**config.mk**
```make
export PLATFORM = sky130hd
export DESIGN_NAME = adc_frame_capture
export DESIGN_NICKNAME = d
export VERILOG_FILES = /design/src/rtl/adc_cap_pkg.sv /design/src/rtl/adc_sclk_div.sv /design/src/rtl/adc_frame_seq.sv /design/src/rtl/adc_shift_rx.sv /design/src/rtl/adc_pingpong_wr.sv /design/src/rtl/adc_frame_capture.sv
export SDC_FILE = /design/constraint.sdc
export NUM_CORES = 1
export LEC_CHECK = 0
export ABC_CLOCK_PERIOD_IN_PS = 2200
export BUFFER_PORTS_ARGS = -buffer_cell sky130_fd_sc_hd__buf_2
export CAP_MARGIN = 40
export CORE_MARGIN = 2
export CORE_UTILIZATION = 45
export CTS_CLUSTER_DIAMETER = 80
export DETAILED_ROUTE_END_ITERATION = 8
export PLACE_DENSITY = 0.79
export SYNTH_ARGS = -nofsm -noshare
export SYNTH_HDL_FRONTEND = slang
export SYNTH_HIERARCHICAL = 1
export SYNTH_SLANG_ARGS = --single-unit
```
**constraint.sdc**
```tcl
create_clock -name clk -period 2.2 [get_ports clk]
set_input_delay 0.22 -clock clk [delete_from_list [all_inputs] [get_ports clk]]
set_output_delay 0.22 -clock clk [all_outputs]
set_load 0.01 [all_outputs]
```
**src/rtl/adc_cap_pkg.sv**
```systemverilog
package adc_cap_pkg;
  localparam int unsigned SAMPLE_WORD_W = 16;
  typedef enum logic [0:0] {SEQ_IDLE = 1'b0, SEQ_RUN = 1'b1} seq_state_e;
endpackage

```
**src/rtl/adc_sclk_div.sv**
```systemverilog
module adc_sclk_div #(
  parameter int CLK_DIV = 4
) (
  input  logic clk,
  input  logic rst,
  output logic tick_o
);
  localparam int CW = (CLK_DIV > 1) ? $clog2(CLK_DIV) : 1;
  localparam logic [CW-1:0] CNT_MAX = CW'(CLK_DIV - 1);

  logic [CW-1:0] cnt_q;

  assign tick_o = (cnt_q == CNT_MAX);

  always_ff @(posedge clk) begin
    if (rst || tick_o) cnt_q <= '0;
    else               cnt_q <= cnt_q + 1'b1;
  end
endmodule

```
**src/rtl/adc_frame_seq.sv**
```systemverilog
module adc_frame_seq
  import adc_cap_pkg::*;
#(
  parameter int FRAME_CLKS = 16,
  parameter int FIRST_EDGE = 3,
  parameter int DATA_BITS  = 14
) (
  input  logic clk,
  input  logic rst,
  input  logic enable,
  input  logic tick_i,
  output logic conv_o,
  output logic sck_o,
  output logic sample_o,
  output logic frame_end_o
);
  localparam int SLOTS = 2 * FRAME_CLKS;
  localparam int SW = $clog2(SLOTS);
  localparam int LAST_EDGE = FIRST_EDGE + DATA_BITS - 1;
  localparam logic [SW-1:0] SLOT_LAST = SW'(SLOTS - 1);
  localparam logic [SW-1:0] K_LO = SW'(FIRST_EDGE);
  localparam logic [SW-1:0] K_HI = SW'(LAST_EDGE);

  seq_state_e    state_q;
  logic [SW-1:0] slot_q;
  logic [SW:0]   slot_inc;
  logic [SW-1:0] edge_k;
  logic          at_last;
  logic          falling;
  logic          conv_q, sck_q, end_q;

  always_comb begin
    slot_inc = {1'b0, slot_q} + 1'b1;
    edge_k   = slot_inc[SW:1];
    at_last  = (slot_q == SLOT_LAST);
    falling  = tick_i && (state_q == SEQ_RUN) && slot_q[0];
    sample_o = falling && (edge_k >= K_LO) && (edge_k <= K_HI);
  end

  always_ff @(posedge clk) begin
    if (rst) begin
      state_q <= SEQ_IDLE;
      slot_q  <= '0;
      conv_q  <= 1'b0;
      sck_q   <= 1'b0;
      end_q   <= 1'b0;
    end else begin
      end_q <= tick_i && (state_q == SEQ_RUN) && at_last;
      if (tick_i) begin
        case (state_q)
          SEQ_IDLE: begin
            if (enable) begin
              state_q <= SEQ_RUN;
              slot_q  <= '0;
              conv_q  <= 1'b1;
              sck_q   <= 1'b0;
            end
          end
          default: begin
            if (at_last) begin
              sck_q <= 1'b0;
              if (enable) begin
                slot_q <= '0;
                conv_q <= 1'b1;
              end else begin
                state_q <= SEQ_IDLE;
                conv_q  <= 1'b0;
              end
            end else begin
              slot_q <= slot_inc[SW-1:0];
              sck_q  <= slot_inc[0];
              conv_q <= (slot_inc < (SW+1)'(2));
            end
          end
        endcase
      end
    end
  end

  assign conv_o      = conv_q;
  assign sck_o       = sck_q;
  assign frame_end_o = end_q;


  conv_rise_low_chk: assert property (@(posedge clk) disable iff (rst)
    $rose(conv_q) |-> !sck_q);


  conv_fall_low_chk: assert property (@(posedge clk) disable iff (rst)
    $fell(conv_q) |-> !sck_q);
endmodule

```
**src/rtl/adc_shift_rx.sv**
```systemverilog
module adc_shift_rx #(
  parameter int DATA_BITS = 14,
  parameter int WORD_W    = 16
) (
  input  logic              clk,
  input  logic              rst,
  input  logic              sample_i,
  input  logic              sdo_i,
  output logic [WORD_W-1:0] word_o
);
  logic [DATA_BITS-1:0] shift_q;

  always_ff @(posedge clk) begin
    if (rst)           shift_q <= '0;
    else if (sample_i) shift_q <= {shift_q[DATA_BITS-2:0], sdo_i};
  end

  assign word_o = WORD_W'(shift_q);
endmodule

```
**src/rtl/adc_pingpong_wr.sv**
```systemverilog
module adc_pingpong_wr #(
  parameter int HALF_DEPTH = 512,
  parameter int WORD_W     = 16
) (
  input  logic                            clk,
  input  logic                            rst,
  input  logic                            push_i,
  input  logic [WORD_W-1:0]               data_i,
  output logic                            wr_en_o,
  output logic [$clog2(HALF_DEPTH):0]     wr_addr_o,
  output logic [WORD_W-1:0]               wr_data_o,
  output logic                            half_rdy_o,
  output logic                            half_idx_o
);
  localparam int HALF_AW = $clog2(HALF_DEPTH);
  localparam int ADDR_W  = HALF_AW + 1;

  logic [ADDR_W-1:0] ptr_q;
  logic              half_last;

  assign half_last = &ptr_q[HALF_AW-1:0];

  always_ff @(posedge clk) begin
    if (rst) begin
      ptr_q      <= '0;
      wr_en_o    <= 1'b0;
      wr_addr_o  <= '0;
      wr_data_o  <= '0;
      half_rdy_o <= 1'b0;
      half_idx_o <= 1'b0;
    end else begin
      wr_en_o    <= push_i;
      half_rdy_o <= push_i && half_last;
      if (push_i) begin
        wr_addr_o  <= ptr_q;
        wr_data_o  <= data_i;
        half_idx_o <= ptr_q[HALF_AW];
        ptr_q      <= ptr_q + 1'b1;
      end
    end
  end


  single_write_chk: assert property (@(posedge clk) disable iff (rst)
    wr_en_o |=> !wr_en_o);


  half_rdy_last_chk: assert property (@(posedge clk) disable iff (rst)
    half_rdy_o |-> (wr_en_o && (&wr_addr_o[HALF_AW-1:0]) && (half_idx_o == wr_addr_o[HALF_AW])));
endmodule

```
**src/rtl/adc_frame_capture.sv**
```systemverilog
module adc_frame_capture
  import adc_cap_pkg::*;
#(
  parameter int CLK_DIV    = 4,
  parameter int FRAME_CLKS = 16,
  parameter int FIRST_EDGE = 3,
  parameter int DATA_BITS  = 14,
  parameter int HALF_DEPTH = 512,
  localparam int ADDR_W    = $clog2(HALF_DEPTH) + 1
) (
  input  logic                     clk,
  input  logic                     rst,
  input  logic                     enable,
  output logic                     conv_o,
  output logic                     sck_o,
  input  logic                     sdo_i,
  output logic                     wr_en_o,
  output logic [ADDR_W-1:0]        wr_addr_o,
  output logic [SAMPLE_WORD_W-1:0] wr_data_o,
  output logic                     half_rdy_o,
  output logic                     half_idx_o
);
  logic                     tick;
  logic                     sample_stb;
  logic                     frame_end;
  logic [SAMPLE_WORD_W-1:0] word;

  adc_sclk_div #(.CLK_DIV(CLK_DIV)) u_div (
    .clk(clk), .rst(rst), .tick_o(tick)
  );

  adc_frame_seq #(
    .FRAME_CLKS(FRAME_CLKS), .FIRST_EDGE(FIRST_EDGE), .DATA_BITS(DATA_BITS)
  ) u_seq (
    .clk(clk), .rst(rst), .enable(enable), .tick_i(tick),
    .conv_o(conv_o), .sck_o(sck_o), .sample_o(sample_stb), .frame_end_o(frame_end)
  );

  adc_shift_rx #(.DATA_BITS(DATA_BITS), .WORD_W(SAMPLE_WORD_W)) u_rx (
    .clk(clk), .rst(rst), .sample_i(sample_stb), .sdo_i(sdo_i), .word_o(word)
  );

  adc_pingpong_wr #(.HALF_DEPTH(HALF_DEPTH), .WORD_W(SAMPLE_WORD_W)) u_wr (
    .clk(clk), .rst(rst), .push_i(frame_end), .data_i(word),
    .wr_en_o(wr_en_o), .wr_addr_o(wr_addr_o), .wr_data_o(wr_data_o),
    .half_rdy_o(half_rdy_o), .half_idx_o(half_idx_o)
  );


  sample_on_fall_chk: assert property (@(posedge clk) disable iff (rst)
    sample_stb |=> $fell(sck_o));


  sck_tick_only_chk: assert property (@(posedge clk) disable iff (rst)
    !tick |=> $stable(sck_o));


  write_after_end_chk: assert property (@(posedge clk) disable iff (rst)
    frame_end |=> wr_en_o);
endmodule

```
==> results_dict.tcl, run 1 <==
set metrics [dict create \
    gp_congestion 0.755 \
    cp.arrival_ns 2.26 \
    grt_pass1_vias 1786 \
    reg2reg_to "u_rx/shift_q[13]" \
    htreeDepth 3 \
    clk_path_buf_depth 2 \
    ys_seq_elements 63 \
    leakage_nw 1.16 \
    min_path_type "in -> reg" \
    postCtsSetupRepairBufs 0 \
    finalSetupViolCount 0 \
    synthAdderAreaFrac_pct 2.52 \
    grt.overflow.total 0 \
    area_growth_pct 20.0 \
    root_buffer "clkbuf_8" \
    grt_max_degree 28 \
    clkLatencyLatePin_ns 0.34 \
    finalCritPeriodShare_pct 92.8 \
    slowest_delay_ns 0.31 \
    synth_top_family_by_area "simple AND/OR/NAND/NOR gates" \
    highest_layer "met4" \
    grt.total_usage_pct 16.6 \
    antenna_cells 0 \
    dieHeight_um 78.3 \
    regToRegSetupSlack_ns 0.16 \
    n_fill_cell 506 \
    routed_via_density 5.08 \
    drive_gt1_share_pct 24.5 \
    ys_seq_area_share_pct 50.8 \
    antenna_found_initial 0 \
    initial_core_util_pct 45.9 \
    critical_path.cell_chain "ha_2 -> and3_1 -> ha_1 -> a21oi_2 -> a21oi_1 -> a311oi_2 -> buf_4 -> mux2i_1 -> nor2_1" \
    tns_ns 0 \
    yosys.area_share.simple_pct 17.1 \
    pin_count 35 \
    io_buffers 34 \
    path_buf_inv 1 \
    rsz0062_at_grt "no" \
    vias 1861 \
    route.met2.wl_um 2180 \
    r2r-start "u_seq/slot_q[0]" \
    dr.pass1.iters 4 \
    syn_area_um2 2480 \
    cts_resized 0 \
    synth-edff-count 0 \
    die-area_um2 6130 \
    async_flop_share_pct 0 \
    ys_types 40 \
    cp_max_fo 7 \
    rows 27 \
    crit_family "adder cells" \
    drt-met1-wl_um 2110 \
    slew_violations 0 \
    max_slew_margin_pct 66.5 \
    wirelength_um 4590 \
    nets 298 \
    r2r_cells 9 \
    synth.avg_cell_area_um2 10.0 \
    crit_path_top_delay_cell "dfxtp_1" \
    holdPathStages 3 \
    cp-start-kind "flop" \
    route.detailed.drc 0 \
    wl_met3_um 169 \
    hp-start "sdo_i" \
    finalInstanceArea_um2 2980 \
    path_class "reg -> reg" \
    hold_viol_final 0 \
    synthXorXnorAreaFrac_pct 1.76 \
    cts_inserted_buffers 9 \
    required_ns 2.41 \
    synth_compound_area_share_pct 6.91 \
    fmax_mhz 490 \
    clkTransAtPathRegs_ns 0.07 \
    cap_viol_max_count 0 \
    postPlaceCellArea_um2 2730 \
    tightest_slew_ns 0.503 \
    dp_hpwl_um 3000 \
    die_x_um 78.3 \
    end_kind "flop" \
    vdd_ir_drop_max_mv 0.373 \
    cts_tree "done" \
    synthFlopType "dfxtp_1" \
    clock_skew_ns 0.00728 \
    drtIter0Drc 72 \
    hold_end "u_rx/shift_q[0]" \
    ant_nets 0 \
    power_density_nw_per_um2 812 \
    period_minus_slack_ns 2.04 \
    cts_sinks 63 \
    routedWlPerCell_um 12.5 \
    synthCells 248 \
    status "complete, no violations" \
    synth_mux_area_share_pct 16.5 \
    core_um2 5410 \
    ys_warn_count 6 \
    grt_pass1_wl_um 7890 \
    cts_hold_buf 0 \
]
==> layout by cell type, fill, tap and decap left out, types with 2 or more instances in the layout <==
cell       instances
dfxtp_1           62
nor2_1            56
mux2i_1           41
buf_2             34
a21oi_1           11
buf_4             10
clkbuf_8           9
nand3_1            6
o21ai_0            6
nand4_1            5
ha_1               4
xor2_1             4
nand2_1            4
bufinv_16          3
nand3b_1           3
conb_1             2
nor2b_1            2
a22oi_1            2
inv_1              2
nand2b_1           2
o31ai_1            2
or4_1              2
==> flip-flops by register name, indices dropped and copies added, names as in the netlist <==
register           count
u_rx/shift_q          14
u_wr/ptr_q            10
u_wr/wr_addr_o        10
u_wr/wr_en_o           1
u_seq/frame_end_o      1
u_wr/wr_data_o        16
u_seq/slot_q           5
u_div/cnt_q            2
u_seq/state_q          1
u_seq/conv_o           1
u_wr/half_rdy_o        1
u_seq/sck_o            1
==> final cells by class <==
type | instances | area (µm²) | share of cell area (%)
clock buffer | 9 | 124 | 4.16
clock inverter | 7 | 120 | 4.03
inverter | 2 | 7.51 | 0.252
multi-input combinational | 169 | 1130 | 37.9
sequential | 63 | 1260 | 42.4
tap | 72 | 90.1 | 3.02
timing repair buffer | 44 | 245 | 8.23
==> where the power goes <==
group / internal, W / total [W] / leakage (nW) / switching (W)
registers: 0.00115 / 0.00115 / 0.508 / 0.00000374
clock network: 0.000756 / 0.00122 / 0.120 / 0.000467
logic: 0.0000152 / 0.0000448 / 0.530 / 0.0000296
==> cell families after synthesis <==
family,after synthesis
AOI/OAI and AO/OA,27
muxes,41
xor gates and xnor gates,5
and+or+nand+nor,89
other,1
adders and majority gates,5
DFF,63
buffers and inverters,17
==> layer usage <==
layer	track usage, %	up-vias
met5	0	-
met4	11.2	0
met2	26.4	43
met3	5.17	11
met1	19.2	863
li1	-	944
==> worst max path at each step <==
| stage | startpoint | endpoint | cells after the start |
|---|---|---|---|
| finish | u_seq/slot_q[0] | u_rx/shift_q[13] | 9 |
| detailed placement | u_seq/slot_q[0] | u_rx/shift_q[11] | 9 |
| CTS | u_seq/slot_q[0] | u_rx/shift_q[13] | 9 |
| global route | u_seq/slot_q[0] | u_rx/shift_q[2] | 9 |
| global placement | u_seq/slot_q[0] | u_rx/shift_q[11] | 9 |
| floorplan | u_seq/slot_q[0] | u_rx/shift_q[10] | 10 |
==> worst min-delay path, delay by kind of cell <==
family	cells	cell delay, ns
buffers and inverters	1	0.09
multiplexers	1	0.06
AND/OR/NAND/NOR	1	0.07
==> metrics by stage <==
| step | utilization, % | power [W] | hold slack, ns | setup slack, ns | cells |
|---|---|---|---|---|---|
| finish | 55.1 | 0.00242 | 0.134 | 0.158 | 366 |
| global route | 55.1 | 0.00251 | 0.125 | 0.0268 | 366 |
| CTS | 55.1 | 0.00245 | 0.116 | 0.0604 | 366 |
| detailed placement | 50.6 | 0.00122 | 0.426 | 0.0648 | 350 |
| global placement | 50.6 | 0.00122 | 0.416 | 0.121 | 350 |
| floorplan | - | 0.00121 | 0.291 | 0.0186 | 249 |
==> cell usage after synthesis (2+ instances only) <==
library cell / count / area share [%]
a21oi_1: 11 / 2.2
a22oi_1: 2 / 0.60
buf_2: 4 / 0.81
buf_4: 3 / 0.91
clkbuf_1: 5 / 0.76
dfxtp_1: 63 / 51
ha_1: 5 / 2.5
inv_1: 2 / 0.30
mux2i_1: 41 / 17
nand2_1: 4 / 0.60
nand2b_1: 2 / 0.50
nand3_1: 6 / 1.2
nand3b_1: 3 / 0.91
nand4_1: 5 / 1.3
nor2_1: 56 / 8.5
nor2b_1: 2 / 0.50
o21ai_0: 6 / 1.2
o31ai_1: 2 / 0.60
or4_1: 2 / 0.60
xor2_1: 4 / 1.4
Note: power is estimated with default switching activity, not from simulation.
==> run 2: changes to the inputs <==
--- a/config.mk
+++ b/config.mk
@@ -15,5 +15,4 @@
 export PLACE_DENSITY = 0.79
 export SYNTH_ARGS = -nofsm -noshare
 export SYNTH_HDL_FRONTEND = slang
-export SYNTH_HIERARCHICAL = 1
 export SYNTH_SLANG_ARGS = --single-unit
==> results_dict.tcl, run 2 <==
set metrics [dict create \
    required_ns 2.46 \
    path_class "reg -> reg" \
    vias 1777 \
    rsz0062_at_grt "no" \
    worst_slack_ns 0.111 \
    root_buffer "clkbuf_8" \
    synth.avg_cell_area_um2 9.93 \
    core_um2 5170 \
    cp_max_fo 7 \
    holdPathStages 3 \
    end_kind "flop" \
    ys_seq_elements 61 \
    grt.total_usage_pct 15.4 \
    hp-start "sdo_i" \
    die_x_um 77.8 \
    grt.overflow.total 0 \
    final_cell_mix "dfxtp_1, nor2_1, mux2i_1" \
    htreeDepth 3 \
    dp_worst_setup_slack_ns 0.0489 \
    async_flop_share_pct 0 \
    status "complete, no violations" \
    reg_top3 "u_rx.shift_q x14, u_wr.wr_data_o x14, u_wr.ptr_q x10" \
    ys_types 35 \
    routedWlPerCell_um 12.6 \
    slew_violations 0 \
    initial_core_util_pct 47.4 \
    dp_hpwl_um 2920 \
    pin_count 35 \
    synthCells 247 \
    regToRegSetupSlack_ns 0.11 \
    ys_seq_area_share_pct 49.8 \
    antenna_cells 0 \
    dr.pass1.iters 4 \
    area_growth_pct 17.8 \
    n_fill_cell 458 \
    power_w 0.00215 \
    routed_via_density 4.99 \
    instances_no_fill 356 \
    grt_max_degree 42 \
    synth_most_common_cell "dfxtp_1" \
    r2r-start "u_seq.slot_q[0]" \
    cts_hold_buf 0 \
    cp.arrival_ns 2.35 \
    path_buf_inv 0 \
    power_density_nw_per_um2 745 \
    nets 290 \
    clk_path_buf_depth 2 \
    yosys-top-cells-count "dfxtp_1, nor2_1, mux2i_1" \
    finalSetupViolCount 0 \
    register_area_um2 1220 \
    reg2reg_to "u_rx.shift_q[10]" \
    die-area_um2 6060 \
    yosys-top-cells-area "dfxtp_1, mux2i_1, nor2_1, nand2b_1, ha_1" \
    cp-startpoint "u_seq.slot_q[0]" \
    finalCritPeriodShare_pct 94.9 \
    layout_commonest_cell "dfxtp_1" \
    cp-start-kind "flop" \
    drive_gt1_share_pct 20.3 \
    dp.cells 339 \
    cts_inserted_buffers 9 \
    synth-edff-count 0 \
    leakage_nw 1.16 \
    r2r_cells 7 \
    cap_viol_max_count 0 \
    drtIter0Drc 104 \
    slowest_delay_ns 0.36 \
    clock_skew_ns 0.00556 \
    grt_pass1_vias 1591 \
    clkTransAtPathRegs_ns 0.07 \
    dieHeight_um 77.8 \
    gp_congestion 0.837 \
    grt_pass1_wl_um 7400 \
    io_buffers 32 \
    crit_family "compound AO/OA/AOI/OAI gates" \
    antenna_found_initial 0 \
    crit_path_top_delay_cell "dfxtp_1" \
    ant_nets 0 \
    postCtsSetupRepairBufs 0 \
    period_minus_slack_ns 2.09 \
    cts_sinks 61 \
    hold_viol_final 0 \
    tightest_slew_ns 0.619 \
    syn_area_um2 2450 \
    tns_ns 0 \
    rows 26 \
    wirelength_um 4470 \
    synthFlopType "dfxtp_1" \
    synth_top_area_cell "dfxtp_1" \
    multi_input_area_um2 1170 \
    ys_warn_count 0 \
    critical_path.cell_chain "ha_1 -> and3_2 -> ha_4 -> a21oi_1 -> o211ai_1 -> a32o_2 -> mux2i_1" \
    max_slew_margin_pct 58.7 \
    cts_tree "done" \
    fin_worst_hold_slack_ns 0.176 \
    route.detailed.drc 0 \
    clkLatencyLatePin_ns 0.33 \
    yosysTopAreaCellShare_pct 49.8 \
    hold_end "u_rx.shift_q[0]" \
    vdd_ir_drop_max_mv 0.384 \
    fmax_mhz 479 \
    min_path_type "in -> reg" \
]
## run 2: final cells by class
class | count | area share [%]
clock buffers | 13 | 5.50
clock inverters | 3 | 1.52
inverters | 2 | 0.260
multi-input cells | 170 | 40.5
flip-flops and latches | 61 | 42.3
well taps | 70 | 3.03
repair buffers | 37 | 6.85
## run 2: repair_timing
item / 4_1_cts / 5_1_grt
pin swaps: 1 / 3
gates resized for setup: 1 / 3
endpoints found under the setup margin: 1 / 8
gates cloned: 0 / 1
## run 2: stage by stage
| stage | cell area (µm²) | utilization, % |
|---|---|---|
| after floorplan | 2460 | - |
| after global placement | 2640 | 51.1 |
| after detailed placement | 2640 | 51.1 |
| after CTS | 2860 | 55.2 |
| after global routing | 2890 | 55.8 |
| final | 2890 | 55.8 |
## run 2: report_power, final
part,internal (W),leakage [nW],switching [W]
Clock,0.000586,0.104,0.000409
Sequential,0.00111,0.492,0.00000321
Combinational,0.0000156,0.568,0.0000269
Total,0.00171,1.16,0.000440
## run 2: worst min-delay path, delay by kind of cell
| family | cells | cell delay, ns |
|---|---|---|
| and+or+nand+nor | 1 | 0.07 |
| buffers and inverters | 1 | 0.10 |
| muxes | 1 | 0.07 |
## run 2: worst max path at each step
stage                            end  slack (ns)  cells after the start
global placement     u_rx.shift_q[3]        0.16                      7
detailed placement   u_rx.shift_q[4]        0.05                      7
global route        u_rx.shift_q[10]       0.001                      7
CTS                  u_rx.shift_q[2]        0.07                      6
finish              u_rx.shift_q[10]        0.11                      7
floorplan           u_rx.shift_q[10]        0.20                      8
## run 2: cell families (layout without fill, tap and decap cells)
group | count (synthesis) | count (layout) | share of synthesized area [%]
mux | 40 | 40 | 16.3
simple gates | 91 | 91 | 18.0
compound gates | 23 | 24 | 5.97
buf+inv | 18 | 55 | 4.34
xor+xnor | 8 | 8 | 2.86
flops | 61 | 61 | 49.8
other cells | 1 | 2 | 0.153
fa+ha+maj | 5 | 5 | 2.55
## run 2: layer usage
metal	vias up	share of wire [%]	track usage [%]
li1	911	-	-
met4	0	1.5	7.14
met2	33	49	24.5
met3	7	4.0	4.88
met5	-	0	0
met1	826	45	19.0
